[config.mk]
export PLATFORM = sky130hd
export DESIGN_NAME = pwm_chan
export DESIGN_NICKNAME = d
export VERILOG_FILES = /design/src/rtl/pwm_pkg.sv /design/src/rtl/pwm_prescale.sv /design/src/rtl/pwm_period.sv /design/src/rtl/pwm_fixdiv.sv /design/src/rtl/pwm_chan.sv
export SDC_FILE = /design/constraint.sdc
export NUM_CORES = 1
export LEC_CHECK = 0
export BUFFER_PORTS_ARGS = -buffer_cell sky130_fd_sc_hd__buf_2
export CORE_ASPECT_RATIO = 0.75
export CORE_MARGIN = 3
export CORE_UTILIZATION = 60
export CTS_BUF_LIST = sky130_fd_sc_hd__clkbuf_8
export CTS_CLUSTER_DIAMETER = 50
export DETAILED_ROUTE_END_ITERATION = 16
export GPL_ROUTABILITY_DRIVEN = 0
export HOLD_SLACK_MARGIN = 0.08
export PLACE_DENSITY = 0.79
export REMOVE_ABC_BUFFERS = 1
export SLEW_MARGIN = 20
export SYNTH_ARGS = -nofsm -noshare
export SYNTH_HDL_FRONTEND = slang
export SYNTH_HIERARCHICAL = 1
export SYNTH_SLANG_ARGS = --single-unit
[constraint.sdc]
create_clock -name clk -period 9.4 [get_ports clk]
set_clock_uncertainty 0.15 [all_clocks]
set_input_delay 1.41 -clock clk [delete_from_list [all_inputs] [get_ports clk]]
set_output_delay 1.41 -clock clk [all_outputs]
set_load 0.02 [all_outputs]
[src/rtl/pwm_pkg.sv]
package pwm_pkg;
  localparam int DUTY_W = 8;
  localparam int SEL_W  = 4;
  localparam int FIX_W  = 4;
  typedef logic [DUTY_W-1:0] duty_t;
  typedef logic [SEL_W-1:0]  sel_t;
endpackage

[src/rtl/pwm_prescale.sv]
module pwm_prescale #(
  parameter int SEL_W = 4
) (
  input  logic             clk,
  input  logic             rst_n,
  input  logic             run,
  input  logic             start,
  input  logic [SEL_W-1:0] sel,
  output logic             tick
);
  localparam int PRE_W = (1 << SEL_W) - 1;

  generate
    if (PRE_W == 0) begin : g_none
      assign tick = run;
    end else begin : g_cnt
      logic [PRE_W-1:0] cnt;
      logic [PRE_W:0]   lim_w;
      logic [PRE_W-1:0] lim;

      // limit is 2^sel - 1; computed one bit wider so sel at its top value wraps cleanly
      assign lim_w = ({{PRE_W{1'b0}}, 1'b1} << sel) - 1'b1;
      assign lim   = lim_w[PRE_W-1:0];
      assign tick  = run && (cnt == lim);

      always_ff @(posedge clk or negedge rst_n) begin
        if (!rst_n)       cnt <= '0;
        else if (start)   cnt <= '0;
        else if (run)     cnt <= (cnt == lim) ? '0 : cnt + 1'b1;
      end
    end
  endgenerate
endmodule

[src/rtl/pwm_period.sv]
module pwm_period #(
  parameter int DUTY_W = 8,
  parameter int SEL_W  = 4
) (
  input  logic              clk,
  input  logic              rst_n,
  input  logic              start,
  input  logic              tick,
  input  logic [DUTY_W-1:0] duty_in,
  input  logic [SEL_W-1:0]  sel_in,
  output logic [DUTY_W-1:0] pos,
  output logic [DUTY_W-1:0] duty_lat,
  output logic [SEL_W-1:0]  sel_lat,
  output logic              hi
);
  logic wrap;
  assign wrap = tick && (&pos);
  assign hi   = (pos <= duty_lat);

  always_ff @(posedge clk or negedge rst_n) begin
    if (!rst_n) begin
      pos      <= '0;
      duty_lat <= '0;
      sel_lat  <= '0;
    end else if (start) begin
      pos      <= '0;
      duty_lat <= duty_in;
      sel_lat  <= sel_in;
    end else if (tick) begin
      pos <= pos + 1'b1;
      if (wrap) begin
        duty_lat <= duty_in;
        sel_lat  <= sel_in;
      end
    end
  end
endmodule

[src/rtl/pwm_fixdiv.sv]
module pwm_fixdiv #(
  parameter int FIX_W = 4
) (
  input  logic clk,
  input  logic rst_n,
  input  logic run,
  input  logic start,
  output logic clk_out
);
  logic [FIX_W-1:0] cnt;
  assign clk_out = cnt[FIX_W-1];

  always_ff @(posedge clk or negedge rst_n) begin
    if (!rst_n)      cnt <= '0;
    else if (start)  cnt <= '0;
    else if (run)    cnt <= cnt + 1'b1;
  end
endmodule

[src/rtl/pwm_chan.sv]
module pwm_chan
  import pwm_pkg::*;
#(
  parameter int DW = DUTY_W,
  parameter int SW = SEL_W,
  parameter int FW = FIX_W
) (
  input  logic          clk,
  input  logic          rst_n,
  input  logic          en,
  input  logic          sleep,
  input  logic          idle_lvl,
  input  logic          fix_sel,
  input  logic [SW-1:0] div_sel,
  input  logic [DW-1:0] duty,
  output logic          pwm_o
);
  logic          active, run_q, start, tick, hi, fix_clk;
  logic [DW-1:0] pos, duty_lat;
  logic [SW-1:0] sel_lat;

  assign active = en && !sleep;
  assign start  = active && !run_q;

  always_ff @(posedge clk or negedge rst_n) begin
    if (!rst_n) run_q <= 1'b0;
    else        run_q <= active;
  end

  pwm_prescale #(.SEL_W(SW)) u_pre (
    .clk(clk), .rst_n(rst_n), .run(run_q), .start(start),
    .sel(sel_lat), .tick(tick)
  );

  pwm_period #(.DUTY_W(DW), .SEL_W(SW)) u_per (
    .clk(clk), .rst_n(rst_n), .start(start), .tick(tick),
    .duty_in(duty), .sel_in(div_sel),
    .pos(pos), .duty_lat(duty_lat), .sel_lat(sel_lat), .hi(hi)
  );

  pwm_fixdiv #(.FIX_W(FW)) u_fix (
    .clk(clk), .rst_n(rst_n), .run(run_q), .start(start), .clk_out(fix_clk)
  );

  always_comb begin
    if (run_q) pwm_o = fix_sel ? fix_clk : hi;
    else       pwm_o = fix_sel ? 1'b0 : idle_lvl;
  end
endmodule

==> summary.txt, run 1 <==
Worst stage delay on the critical path = 0.68 ns
Post_cts resized = 0
Outcome = complete, no violations
CP Launch Type = flop
Max Slew Vio Count = 0
Synthesized area per cell = 9.49 um2
Mapped Area = 2680 um2
Ant diodes = 0
Clock-pin slew on the worst setup and hold paths = 0.08 ns
Tightest Hold Check Type = reg2reg
Critical path data arrival time = 4.36 ns
Simple-Gate Fraction of Synth Area = 24.2%
Crit. End Element = flop
TritonRoute pass-1 iters = 5
Row count = 20
Initial antenna violation count = 0
Synth warnings = 6
Tcrit/Tclk final = 46.0%
Hold Vio Cnt, Final = 0
Final net count = 319
Final setup fails = 0
Max-Cap Viols = 0
Sw frac = 30.0%
DR vias/cell = 6.26
RSZ-0062 raised after global routing = no
Delay-heaviest family, CP = simple AND/OR/NAND/NOR gates
IO buf count = 18
Setup bufs post-CTS = 0
Combinational family with the most area after synthesis = simple AND/OR/NAND/NOR gates
Sequential area share after synthesis = 37.4%
Number of flops mapped to enable cells by yosys = 0
Layout Utilization = 68.8%
Layout Cells excl Fill = 345
CTS tree = done
P_leak = 1.36 nW
Mux cell area share after synthesis = 8.13%
Slew Limit Headroom = 40.0%
Synth Flop Type = dfrtp_1
Core area = 4180 um2
Total CTS buffers = 5
DPL Wire Length = 4.09 mm
Adder-Cell Fraction of Synth Area = 5.61%
Net switching power figure = 144 uW
Max stage delay cell, worst path = a21oi_2
#FFs+latches synth = 40
Kind of critical path = reg2reg
CTS H-Tree Depth = 2
Skew-Pair Late Insertion Delay = 0.30 ns
Min cycle time layout = 4.33 ns
Dpl cells = 337
Maximum vdd drop = 126 uV
Sum of negative setup slack = 0 ns
Initial Util = 64.1%
Worst Path Required = 9.43 ns
Synth-to-layout area growth = 7.34%
Total Wirelength = 5.74 mm
Largest net degree at the start of global routing = 41
Max FO, Critical Path = 18
Die Wd = 83.1 um
Internal power = 335 uW
Tightest Pin Transition = 0.900 ns
CP bufs+invs = 0
Compound-Gate Fraction of Synth Area = 11.1%
Clock power share = 32.5%
Tightest hold margin = 0.367 ns
Initial drt markers = 158
Remaining antenna violation count after routing = 0
Asr flop ratio synth = 100%
Synth Area in XOR/XNOR = 7.85%
Total grt overflow = 0
Share of cells above drive strength 1 = 16.9%
Ports = 19
Vias in the first global route = 2,126
Via Count = 2,159
Reg power frac = 45.0%
Clk root buf = clkbuf_8
First-pass GRT wire length = 10.1 mm
Gate power share = 22.5%
CTS Sinks = 40
Maximum clock path buffer count = 2
Post-Synthesis Cells = 282
Library cells used by synthesis = 59
DRC viols = 0
WL per Instance = 16.6 um
Die H = 63.9 um
PwrDens = 167 nW/um2
GRT Util Overall = 23.5%
Die area = 5310 um2
Hold-fix buffers, CTS = 0
Worst-path cell chain = or4_4 > ha_1 > nor2b_1 > o31a_1 > nor4b_1 > nor4_1 > and3_1 > nand4_2 > nor2_2 > a21oi_2 > mux2_2
Max Fclk = 231 MHz
==> per-stage QoR <==
step                      worst slack [ns]  instance area, um2  total power [mW]
after floorplan                       5.53                2580             0.292
after global placement                5.25                2740             0.318
after detailed placement              5.11                2740             0.323
after CTS                             5.09                2870             0.479
after global routing                  4.83                2870             0.506
final                                 5.07                2870             0.479
==> final timing paths <==
| check | slack, ns | startpoint | endpoint | depth (start not counted) |
|---|---|---|---|---|
| hold / removal | 0.37 | u_per/duty_lat[7] | u_per/duty_lat[7] | 1 |
| setup / recovery | 5.07 | u_per/sel_lat[3] | u_per/duty_lat[2] | 11 |
| setup reg to reg | 5.07 | u_per/sel_lat[3] | u_per/duty_lat[2] | 11 |
| hold reg to reg | 0.37 | u_per/duty_lat[7] | u_per/duty_lat[7] | 1 |
| min in group asynchronous | 1.08 | rst_n | u_fix/cnt[0] | 1 |
| max in group asynchronous | 7.47 | rst_n | u_pre/g_cnt.cnt[1] | 1 |
==> sequential cells by signal, summed over array words and instances, names as in the netlist <==
signal and count:
u_per/duty_lat 8, u_per/pos 8, u_fix/cnt 4, run_q 1, u_pre/g_cnt.cnt 15, u_per/sel_lat 4
==> worst reg2reg max path, cell delays in order, from the launching register on <==
cell and delay, ns:
dfrtp_1 0.57, or4_4 0.62, ha_1 0.35, nor2b_1 0.19
o31a_1 0.25, nor4b_1 0.41, nor4_1 0.11, and3_1 0.28
nand4_2 0.13, nor2_2 0.05, a21oi_2 0.68, mux2_2 0.43
==> power groups by stage <==
stage | registers [mW] | clock network, mW | logic, mW
after floorplan | 0.211 | 0 | 0.0809
after global placement | 0.217 | 0 | 0.101
after detailed placement | 0.219 | 0 | 0.105
after CTS | 0.216 | 0.158 | 0.105
after global routing | 0.220 | 0.166 | 0.121
final | 0.216 | 0.156 | 0.108
==> kinds of logic (layout without fill, tap and decap cells) <==
group / Yosys count / after routing
simple gates: 111 / 111
compound gates: 46 / 46
flops: 40 / 40
buf+inv: 33 / 41
xor+xnor: 24 / 24
mux: 16 / 16
fa+ha+maj: 12 / 12
==> layout by cell type, fill, tap and decap left out, types with 12 or more instances in the layout <==
cell and instances:
a21oi_1 14, dfrtp_1 40, nand2_1 14, ha_1 12, nor2_1 19, xor2_1 19, inv_1 15, nor3_1 14
buf_2 18
==> routing by layer <==
layer / part of all wire [%] / track usage (%) / up-vias
met5: 0 / 0 / -
li1: - / - / 1025
met4: 1.1 / 5.10 / 0
met2: 43 / 34.2 / 71
met3: 6.0 / 5.93 / 8
met1: 50 / 35.1 / 1055
==> area by class of cell <==
cell class,instances,area [um2]
clock buffer,7,96.3
clock inverter,1,30.0
fill,321,1310
inverter,15,56.3
multi-input combinational,209,1530
sequential,40,1000
tap,55,68.8
timing repair buffer,18,90.1
==> Yosys cell counts, types with 2 or more instances <==
library cell	instances	area share [%]
nor3_1	14	2.6
nand4_1	9	2.1
xnor2_1	5	1.6
xor2_1	19	6.2
mux2i_1	3	1.1
or3_1	3	0.70
nand3b_1	2	0.56
buf_6	3	1.3
mux2_4	11	6.2
o21ai_1	2	0.37
buf_2	5	0.93
inv_1	15	2.1
or4_4	2	0.84
and3_1	8	1.9
o21ai_0	10	1.9
a21oi_1	14	2.6
nand2_1	14	2.0
o221ai_1	2	0.65
nor4_1	3	0.70
dfrtp_1	40	37
nand2b_1	2	0.47
o22ai_1	2	0.47
and4_1	2	0.65
mux2_2	2	0.84
and2_1	2	0.47
o211ai_1	3	0.84
nor4b_1	2	0.65
clkbuf_1	8	1.1
nor2_1	19	2.7
nor2b_1	6	1.4
nand3_1	11	2.1
ha_1	12	5.6
No activity file was read; power rests on OpenSTA's default activity.
==> run 2, diff against run 1 <==
--- a/config.mk
+++ b/config.mk
@@ -5,10 +5,11 @@
 export SDC_FILE = /design/constraint.sdc
 export NUM_CORES = 1
 export LEC_CHECK = 0
+export ABC_AREA = 1
 export BUFFER_PORTS_ARGS = -buffer_cell sky130_fd_sc_hd__buf_2
 export CORE_ASPECT_RATIO = 0.75
 export CORE_MARGIN = 3
-export CORE_UTILIZATION = 60
+export CORE_UTILIZATION = 57
 export CTS_BUF_LIST = sky130_fd_sc_hd__clkbuf_8
 export CTS_CLUSTER_DIAMETER = 50
 export DETAILED_ROUTE_END_ITERATION = 16
==> constraint.sdc (replaced) <==
create_clock -name clk -period 3.8 [get_ports clk]
set_clock_uncertainty 0.15 [all_clocks]
set_input_delay 0.57 -clock clk [delete_from_list [all_inputs] [get_ports clk]]
set_output_delay 0.57 -clock clk [all_outputs]
set_load 0.02 [all_outputs]
==> run 2 against run 1 <==
Against the previous run: setup slack lost 4.6 ns; first-iteration DRC count grew 48%; sequential power grew 140%; power grew 140%; sequential share of layout area shrank 3.8 points; non-clock buffer count grew 1; critical path depth grew 8; cell count grew 55%; hold slack lost 0.12 ns; largest cell class unchanged.
==> summary.txt, run 2 <==
Tightest Pin Transition = 0.945 ns (+0.0452 ns)
Commonest non-fill, non-tap cell in the layout = nand2_1
Max Fclk = 301 MHz (+30%)
Core area = 5010 um2 (+20%)
#FFs+latches synth = 40 (unchanged)
Initial antenna violation count = 0 (unchanged)
Final setup fails = 0 (unchanged)
PwrDens = 349 nW/um2 (+110%)
Mapped Area = 3020 um2 (+13%)
Compound-Gate Fraction of Synth Area = 4.23% (-6.9 points)
Reg power frac = 45.2% (+0.2 points)
Final net count = 491 (+54%)
Die H = 69.0 um (+8.1%)
Crit Reg-Reg Startpoint = u_per/sel_lat[3]
Clk root buf = clkbuf_8
IO buf count = 18 (unchanged)
DR vias/cell = 5.34 (-15%)
CTS tree = done
Remaining antenna violation count after routing = 0 (unchanged)
Tightest Hold Check Type = in2async
Max FO, Critical Path = 13 (-5)
Simple-Gate Fraction of Synth Area = 44.6% (+20 points)
Layout Utilization = 64.4% (-4.3 points)
Ant diodes = 0 (unchanged)
CP bufs+invs = 2 (+2)
Synth-to-layout area growth = 6.88%
Setup bufs post-CTS = 0 (unchanged)
Via Count = 2,850 (+32%)
Post-Synthesis Cells = 444 (+57%)
Number of flops mapped to enable cells by yosys = 0 (unchanged)
Synthesized area per cell = 6.80 um2 (-28%)
Vias in the first global route = 2,584 (+22%)
Crit. End Element = flop
Mux cell area share after synthesis = 0% (-8.1 points)
Tcrit/Tclk final = 87.4% (+41 points)
Die area = 6220 um2 (+17%)
Skew-Pair Late Insertion Delay = 0.30 ns (about the same)
Sw frac = 36.2% (+6.2 points)
CTS H-Tree Depth = 2 (unchanged)
Adder-Cell Fraction of Synth Area = 4.97% (-0.64 points)
Most used cell, CP = nand2_1
Post_cts resized = 0 (unchanged)
Clock power share = 27.0% (-5.5 points)
Number of flip-flops in the largest register = 15 (unchanged)
Asr flop ratio synth = 100% (unchanged)
Biggest register = u_pre/g_cnt.cnt
Sequential area share after synthesis = 33.1% (-4.2 points)
Worst stage delay on the critical path = 0.53 ns (-0.15 ns)
Library cells used by synthesis = 32 (-46%)
Most numerous cell in the Yosys netlist = nand2_1
Outcome = complete, no violations
Worst Path Required = 3.89 ns (-5.54 ns)
Maximum clock path buffer count = 2 (unchanged)
Worst-path cell chain = nor2_4 > nand3_1 > ha_1 > inv_1 > nand2_1 > nand2_1 > nor2_1 > nand3_1 > nor2_1 > nand2_1 > nor2_2 > nand2_2 > nor2_2 > inv_2 > nor2_1 > nand2_2 > nand2_4 > nand2_1 > nand2_1
Hold-fix buffers, CTS = 0 (unchanged)
WL per Instance = 13.1 um (-21%)
Initial drt markers = 234 (+48%)
Gate power share = 27.8% (+5.3 points)
Max-Cap Viols = 0 (unchanged)
RSZ-0062 raised after global routing = no
Maximum vdd drop = 210 uV (+67%)
Critical path data arrival time = 3.41 ns (-0.95 ns)
Die Wd = 90.1 um (+8.3%)
Initial Util = 60.3% (-3.8 points)
Slew Limit Headroom = 36.8% (-3.2 points)
CP Launch Type = flop
Max Slew Vio Count = 0 (unchanged)
P_leak = 1.77 nW (+30%)
Largest net degree at the start of global routing = 41 (unchanged)
DRC viols = 0 (unchanged)
Top flop regs = u_pre/g_cnt.cnt x15, u_per/duty_lat x8, u_per/pos x8
Delay-heaviest family, CP = simple AND/OR/NAND/NOR gates
TritonRoute pass-1 iters = 5 (unchanged)
Total Wirelength = 6.99 mm (+22%)
Max stage delay cell, worst path = dfrtp_1
Total CTS buffers = 5 (unchanged)
FF-to-FF End = u_per/duty_lat[4]
GRT Util Overall = 23.6% (+0.13 points)
R2R Setup Slk = 0.48 ns (-4.60 ns)
Internal power = 719 uW (+110%)
Post-synth top cells = nand2_1, inv_1, nand3_1, dfrtp_1, nor2_1
DPL Wire Length = 5.32 mm (+30%)
Net switching power figure = 408 uW (+180%)
Leading post-synthesis cells by cell area = dfrtp_1, nand2_1, nand3_1
Synth Area in XOR/XNOR = 2.86% (-5.0 points)
Ports = 19 (unchanged)
CTS Sinks = 40 (unchanged)
Share of cells above drive strength 1 = 14.7% (-2.2 points)
Sum of negative setup slack = 0 ns (unchanged)
Top-area cell type share of the netlist area = 33.1% (-4.2 points)
Kind of critical path = reg2reg
Synth warnings = 6 (unchanged)
Cell area after placement = 3130 um2 (+14%)
First-pass GRT wire length = 12.1 mm (+19%)
Min cycle time layout = 3.32 ns (-1.00 ns)
Commonest non-fill, non-tap cells in the layout = nand2_1, inv_1, nand3_1
Row count = 22 (+10%)
Combinational family with the most area after synthesis = simple AND/OR/NAND/NOR gates
Design Area, Final = 3230 um2 (+12%)
Synth Flop Type = dfrtp_1
Clock-pin slew on the worst setup and hold paths = 0.08 ns (about the same)
Biggest area consumer among synthesized cells = dfrtp_1
Hold Vio Cnt, Final = 0 (unchanged)
Cells on worst reg2reg path = 19 (+8)
Total grt overflow = 0 (unchanged)
==> run 2: cell types whose count changed after synthesis, moves of 6 or more <==
cell      before  now
nand2_1       14  154
inv_1         15   56
nand3_1       11   46
nor2_1        19   37
mux2_4        11    0
nand2_2        0   11
nand3_2        0   11
xor2_1        19    8
nor3_1        14    6
clkbuf_1       8    1
and3_1         8    2
nor2_2         1    7
nor2b_1        6    0
==> run 2: worst max-delay path by stage <==
stage,from,endpoint,cells after the start
2_1_floorplan,u_per/sel_lat[3],u_per/duty_lat[0],19
4_1_cts,u_per/sel_lat[3],u_per/duty_lat[4],19
3_3_place_gp,u_per/sel_lat[3],u_per/sel_lat[3],19
3_5_place_dp,u_per/sel_lat[3],u_per/duty_lat[4],19
6_report,u_per/sel_lat[3],u_per/duty_lat[4],19
5_1_grt,u_per/sel_lat[3],u_per/duty_lat[4],19
==> run 2: power groups by stage <==
stage,registers [mW],clock network (mW),logic [mW]
floorplan,0.505,0,0.237
global placement,0.517,0,0.299
detailed placement,0.516,0,0.311
CTS,0.508,0.311,0.312
global route,0.515,0.334,0.361
finish,0.510,0.304,0.313
==> run 2: metal layers <==
| layer | track usage (%) | wire [um] |
|---|---|---|
| met3 | 6.00 | 613 |
| met5 | 0 | 0 |
| met2 | 32.9 | 2870 |
| met1 | 36.8 | 3450 |
| met4 | 4.07 | 50 |
==> run 2: cells by family after synthesis <==
kind of cell	Yosys count
adders and majority gates	12
buffers and inverters	70
DFF	40
AOI/OAI and AO/OA	24
xor gates and xnor gates	9
and+or+nand+nor	289
==> run 2: stage by stage <==
stage / cells / worst slack, ns / total power, mW / hold WS (ns)
global route: 534 / 0.205 / 1.21 / 0.281
floorplan: 435 / 1.00 / 0.743 / 0.124
detailed placement: 526 / 0.530 / 0.827 / 0.347
CTS: 534 / 0.497 / 1.13 / 0.274
finish: 534 / 0.478 / 1.13 / 0.247
global placement: 526 / 0.677 / 0.815 / 0.339
==> run 2: area by class of cell <==
class                   instances  area [um2]
well taps                      72        90.1
multi-input cells             334        1710
fillers                       469        1780
inverters                      61         231
clock buffers                   6        82.6
clock inverters                 2        11.3
repair buffers                 19        97.6
flip-flops and latches         40        1000
